==> src/rtl/csr_sys_pkg.sv <==
package csr_sys_pkg;

    localparam logic [6:0]  OPC_SYSTEM = 7'h73;
    localparam logic [11:0] F12_ECALL  = 12'h000;
    localparam logic [11:0] F12_EBREAK = 12'h001;
    localparam logic [11:0] F12_RET    = 12'h100;

    typedef enum logic [1:0] {
        CSR_OP_NONE = 2'd0,
        CSR_OP_RW   = 2'd1,
        CSR_OP_SET  = 2'd2,
        CSR_OP_CLR  = 2'd3
    } csr_op_e;

    typedef struct packed {
        logic        is_csr;
        csr_op_e     op;
        logic        use_imm;
        logic [11:0] addr;
        logic [4:0]  zimm;
        logic        ecall;
        logic        ebreak;
        logic        bad_enc;
    } sys_dec_t;

endpackage

==> src/rtl/csr_sys_decode.sv <==
module csr_sys_decode
    import csr_sys_pkg::*;
(
    input  logic [31:0] instr,
    output sys_dec_t    dec
);
    logic [6:0]  opcode;
    logic [2:0]  funct3;
    logic [11:0] funct12;
    logic        unused_rd_field;

    assign opcode          = instr[6:0];
    assign funct3          = instr[14:12];
    assign funct12         = instr[31:20];
    assign unused_rd_field = ^instr[11:7];

    always_comb begin
        dec         = '0;
        dec.addr    = funct12;
        dec.zimm    = instr[19:15];
        dec.use_imm = funct3[2];
        if (opcode != OPC_SYSTEM) begin
            dec.bad_enc = 1'b1;
        end else begin
            unique case (funct3)
                3'd0: begin
                    if (funct12 == F12_ECALL) begin
                        dec.ecall = 1'b1;
                    end else if (funct12 == F12_EBREAK) begin
                        dec.ebreak = 1'b1;
                    end else if (funct12 == F12_RET) begin
                        // return-type encoding: recognised, not implemented
                        dec.bad_enc = 1'b1;
                    end else begin
                        dec.bad_enc = 1'b1;
                    end
                end
                3'd4: dec.bad_enc = 1'b1;
                default: begin
                    dec.is_csr = 1'b1;
                    unique case (funct3[1:0])
                        2'd1:    dec.op = CSR_OP_RW;
                        2'd2:    dec.op = CSR_OP_SET;
                        default: dec.op = CSR_OP_CLR;
                    endcase
                end
            endcase
        end
    end
endmodule

==> src/rtl/csr_sys_alu.sv <==
module csr_sys_alu
    import csr_sys_pkg::*;
#(
    parameter int XLEN = 32
) (
    input  csr_op_e         op,
    input  logic [XLEN-1:0] old_val,
    input  logic [XLEN-1:0] src_val,
    output logic [XLEN-1:0] new_val,
    output logic            wr_req
);
    logic src_nz;
    assign src_nz = |src_val;

    always_comb begin
        new_val = old_val;
        wr_req  = 1'b0;
        unique case (op)
            CSR_OP_RW: begin
                new_val = src_val;
                wr_req  = 1'b1;
            end
            CSR_OP_SET: begin
                new_val = old_val | src_val;
                wr_req  = src_nz;
            end
            CSR_OP_CLR: begin
                new_val = old_val & ~src_val;
                wr_req  = src_nz;
            end
            default: begin
                new_val = old_val;
                wr_req  = 1'b0;
            end
        endcase
    end
endmodule

==> src/rtl/csr_sys_file.sv <==
module csr_sys_file #(
    parameter int              XLEN     = 32,
    parameter int              NUM      = 4,
    parameter logic [11:0]     BASE     = 12'h340,
    parameter logic [11:0]     RO_ADDR  = 12'hC80,
    parameter logic [XLEN-1:0] RO_VALUE = XLEN'(32'h1234_5678)
) (
    input  logic                 clk,
    input  logic                 rst_n,
    input  logic [11:0]          addr,
    input  logic                 wr_en,
    input  logic [XLEN-1:0]      wr_data,
    output logic                 hit,
    output logic [XLEN-1:0]      rd_val,
    output logic [NUM*XLEN-1:0]  flat
);
    typedef struct packed {
        logic [NUM-1:0][XLEN-1:0] regs;
    } file_state_t;

    file_state_t     state_d, state_q;
    logic [NUM-1:0]  sel;
    logic            ro_sel;

    for (genvar i = 0; i < NUM; i++) begin : g_sel
        localparam logic [11:0] ENTRY_ADDR = 12'(BASE + i);
        assign sel[i] = (addr == ENTRY_ADDR);
    end

    assign ro_sel = (addr == RO_ADDR);
    assign hit    = (|sel) | ro_sel;

    always_comb begin
        rd_val = ro_sel ? RO_VALUE : '0;
        for (int i = 0; i < NUM; i++) begin
            if (sel[i]) rd_val = rd_val | state_q.regs[i];
        end
    end

    always_comb begin
        state_d = state_q;
        for (int i = 0; i < NUM; i++) begin
            if (wr_en && sel[i]) state_d.regs[i] = wr_data;
        end
    end

    always_ff @(posedge clk or negedge rst_n) begin
        if (!rst_n) state_q <= '0;
        else        state_q <= state_d;
    end

    assign flat = state_q.regs;
endmodule

==> src/rtl/csr_sys_unit.sv <==
module csr_sys_unit
    import csr_sys_pkg::*;
#(
    parameter int              XLEN         = 32,
    parameter int              NUM_SCRATCH  = 4,
    parameter logic [11:0]     SCRATCH_BASE = 12'h340,
    parameter logic [11:0]     RO_ADDR      = 12'hC80,
    parameter logic [XLEN-1:0] RO_VALUE     = XLEN'(32'h1234_5678)
) (
    input  logic            clk,
    input  logic            rst_n,
    input  logic            valid,
    input  logic [31:0]     instr,
    input  logic [XLEN-1:0] rs1_val,
    output logic [XLEN-1:0] csr_rdata,
    output logic            ecall_flt,
    output logic            ebreak_flt,
    output logic            illegal
);
    sys_dec_t                    dec;
    logic                        hit;
    logic [XLEN-1:0]             old_val;
    logic [XLEN-1:0]             src_val;
    logic [XLEN-1:0]             new_val;
    logic                        wr_req;
    logic                        ro_space;
    logic                        access_bad;
    logic                        wr_en;
    logic [NUM_SCRATCH*XLEN-1:0] csr_flat;

    csr_sys_decode u_dec (
        .instr (instr),
        .dec   (dec)
    );

    assign src_val = dec.use_imm ? {{(XLEN-5){1'b0}}, dec.zimm} : rs1_val;

    csr_sys_alu #(.XLEN(XLEN)) u_alu (
        .op      (dec.op),
        .old_val (old_val),
        .src_val (src_val),
        .new_val (new_val),
        .wr_req  (wr_req)
    );

    assign ro_space   = (dec.addr[11:10] == 2'b11);
    assign access_bad = dec.is_csr & (~hit | (wr_req & ro_space));
    assign wr_en      = valid & dec.is_csr & hit & wr_req & ~ro_space;

    csr_sys_file #(
        .XLEN     (XLEN),
        .NUM      (NUM_SCRATCH),
        .BASE     (SCRATCH_BASE),
        .RO_ADDR  (RO_ADDR),
        .RO_VALUE (RO_VALUE)
    ) u_file (
        .clk     (clk),
        .rst_n   (rst_n),
        .addr    (dec.addr),
        .wr_en   (wr_en),
        .wr_data (new_val),
        .hit     (hit),
        .rd_val  (old_val),
        .flat    (csr_flat)
    );

    assign illegal    = valid & (dec.bad_enc | access_bad);
    assign ecall_flt  = valid & dec.ecall;
    assign ebreak_flt = valid & dec.ebreak;
    assign csr_rdata  = (valid & dec.is_csr & ~access_bad) ? old_val : '0;
endmodule

==> config.mk <==
export PLATFORM = sky130hd
export DESIGN_NAME = csr_sys_unit
export DESIGN_NICKNAME = d
export VERILOG_FILES = /design/src/rtl/csr_sys_pkg.sv /design/src/rtl/csr_sys_decode.sv /design/src/rtl/csr_sys_alu.sv /design/src/rtl/csr_sys_file.sv /design/src/rtl/csr_sys_unit.sv
export SDC_FILE = /design/constraint.sdc
export NUM_CORES = 1
export LEC_CHECK = 0
export ABC_AREA = 1
export CELL_PAD_IN_SITES_DETAIL_PLACEMENT = 0
export CELL_PAD_IN_SITES_GLOBAL_PLACEMENT = 1
export CORE_MARGIN = 10
export CORE_UTILIZATION = 42
export DETAILED_ROUTE_END_ITERATION = 12
export GPL_TIMING_DRIVEN = 1
export PLACE_DENSITY = 0.86
export RECOVER_POWER = 25
export SKIP_LAST_GASP = 1
export SYNTH_ARGS = -nofsm -noshare
export SYNTH_HDL_FRONTEND = slang
export SYNTH_SLANG_ARGS = --single-unit
==> constraint.sdc <==
create_clock -name clk -period 4.5 [get_ports clk]
set_input_delay 0.9 -clock clk [delete_from_list [all_inputs] [get_ports clk]]
set_output_delay 0.9 -clock clk [all_outputs]
set_load 0.02 [all_outputs]
==> summary.txt <==
Timing
  – Final WS setup: ~100 ps
  – Hold_ws: roughly 480 ps
  – Transition time of the tightest slew-check pin: ~2700 ps
  – Final critical delay including setup and external delays: between 4000 and 5000 ps
  – Setup Total Neg Slack: 0 ps
  – Peak Freq: 227 MHz
  – Number of setup violations in the final report: 0
  – RSZ-0062 raised after global routing: no
  – Fin. max-slew vios: 51
  – Post-route fraction of the period consumed by the critical path: approximately 98%
  – Max-Slew Margin vs Limit: -81.4%
  – Worst clock skew: 12.3 ps
  – Hold Vio Cnt, Final: 0

Detailed routing
  – Number of detailed-route iterations in the first pass: 5
  – Wirelength per Cell: approximately 17 um
  – DRC violations left: 0
  – Count of routing violations after the opening detailed-route iteration: 722
  – Total routed wirelength: 26.3 mm
  – Detailed-route vias per instance: a little over 5
  – Via count: just under 8,000
  – Antenna violation net count after detailed routing: 0

Place
  – Placed Instance Area: between 8000 and 9000 sq um
  – Final weighted congestion in routability-driven placement: between 0.8 and 0.9
  – Pre-CTS setup slack: -7.41 ps
  – Half-perimeter wire length of the detailed placement result: around 17 mm
  – PortBufs: between 90 and 100
  – Post-Place Cells: 1,493

Global route
  – Maximum number of pins on one net before global-route repair: 80
  – Remaining Overflow, GRT: 0
  – Via count of the first global-routing pass: between 7,000 and 8,000
  – Initial antenna violation count: 0
  – Global-route wire length before repair: about 42 mm
  – Gr usage total: roughly 22%

Logic synthesis
  – Dominant register cell in the synthesized netlist: dfrtp_1
  – Number of library cell types mapped by synthesis: 25
  – Count of flip-flops with a built-in enable after synthesis: 0
  – Synthesized netlist net count: 1,240
  – Async S/R FF share, synth: between 90% and 100%
  – Gate count after technology mapping: 1,173
  – Sequential element share of the synthesized area: 42.5%
  – Syn Area/Cell: 6.43 sq um
  – #FFs+latches synth: between 100 and 150
  – Cell area after synthesis: between 7000 and 8000 sq um
  – Synth warn: 0

Final layout
  – Flip-flop count of the largest register, all copies and words added: between 100 and 150
  – Final Net Count: 1,354
  – Layout overhead on the synthesized area: 27.4%
  – Layout cells sized above 1: 7.85%
  – Final design area excluding fillers: ~9600 sq um
  – Commonest cells after routing, fill and taps aside: 646 x nand2_1, 128 x dfrtp_1, 103 x nor2_1
  – Most common cell after layout, fill and taps aside: nand2_1
  – Number of cells in the finished layout apart from fillers: 1,525
  – Ant diodes: 0

Floorplan
  – Area enclosed by the die boundary: between 20,000 and 25,000 sq um
  – I/O pin count: around 100
  – Die Y: around 150 um
  – Core ar.: approximately 17,000 sq um
  – Chip Width: 154 um
  – Cell row count: 48
  – Initial core utilization: between 40% and 50%

Run status
  – Outcome: finished with violations
  – Violated checks: max-capacitance violations, max-slew violations

CTS
  – Cts hold-fix bufs: 0
  – Clk pin slew, worst setup/hold paths: 60 ps
  – Number of sinks driven by the clock tree: 128
  – Maximum level of the CTS H-tree: 4
  – Buffer depth of the longest clock path: 2
  – CTS tree: built
  – Worst-skew pair later-pin latency: approximately 430 ps
  – Number of buffers created by CTS: 17
  – Clk Tree Root Cell: clkbuf_16

Setup path
  – Required time of the critical path: about 3600 ps
  – Kind of critical path: input port to output pin
  – Kind of end point of the critical path: output pin
  – Arrival time at the worst endpoint: 3500 ps
  – Peak fanout along the critical path: 18
  – Setup crit start kind: input port

Power
  – Static power due to leakage: between 5 and 6 nW
  – Total power density per cell area: around 280 nW/um^2
  – IR Drop Worst-Case VDD: around 0.26 mV

Hold path
  – Worst Hold Class: register to register

Job
  – Max capacitance violation total: 1
## metal layers
layer	wire length, um	GRT usage, %	share of wire [%]
met4	598	7.33	2.3
met5	0	0	0
met3	2020	4.66	7.7
met2	12100	35.3	46
met1	11600	29.7	44
## logic make-up after synthesis
kind of cell | Yosys count | synth area share (%)
DFF | 128 | 42.5
buffers and inverters | 125 | 7.87
AOI/OAI and AO/OA | 73 | 4.88
and+or+nand+nor | 847 | 44.8
## final timing paths
path	slack, ps	from	cells past startpoint	to
setup / recovery	100	instr[14]	14	csr_rdata[8]
max in group asynchronous	750	rst_n	2	u_file.flat[50]
hold reg to reg	480	u_file.flat[83]	2	u_file.flat[83]
hold / removal	480	u_file.flat[83]	2	u_file.flat[83]
setup reg to reg	3360	u_file.flat[18]	8	u_file.flat[114]
min in group asynchronous	1330	rst_n	1	u_file.flat[30]
## area by class of cell
type / instances / area (sq um)
well taps: 225 / 282
flip-flops and latches: 128 / 3200
multi-input cells: 920 / 3760
clock inverters: 13 / 125
inverters: 73 / 274
fillers: 1773 / 7820
repair buffers: 147 / 1510
clock buffers: 19 / 453
## Yosys cell counts (5+ instances only)
master / instances / area share, %
a21oi_1: 8 / 0.53
buf_2: 24 / 1.6
buf_6: 12 / 1.8
clkbuf_1: 12 / 0.60
dfrtp_1: 128 / 42
inv_1: 71 / 3.5
nand2_1: 647 / 32
nand3_1: 68 / 4.5
nand4_1: 7 / 0.58
nor2_1: 104 / 5.2
nor2_4: 5 / 0.75
o21ai_0: 64 / 4.2
## power breakdown
part           internal (mW)  leakage, nW  total (mW)    switching, mW
Sequential              1.15         1.79        1.15  0.0000000000855
Clock                  0.796        0.269        1.35            0.555
Combinational         0.0756         3.51       0.170           0.0943
## critical path, stage by stage
cell and delay, ps:
clkdlybuf4s50_1 490, inv_2 60, buf_12 150, o21ai_0 80, nand2_1 80, nor2_1 180, nand2_1 100, nor2_1 120
nand2_2 90, nand3_1 110, nand2_2 150, buf_4 240, nor2_1 100, clkdlybuf4s50_1 610
## metrics by stage
stage	total power [mW]	util, %
5_1_grt	2.76	55.1
6_report	2.67	55.1
2_1_floorplan	1.22	-
3_5_place_dp	1.34	51.6
3_3_place_gp	1.34	51.6
4_1_cts	2.69	54.9
## what timing repair did
action | CTS | global route
setup buffers | 0 | 0
gates resized for setup | 2 | 18
setup endpoints to repair | 12 | 18
No activity file was read; power rests on OpenSTA's default activity.
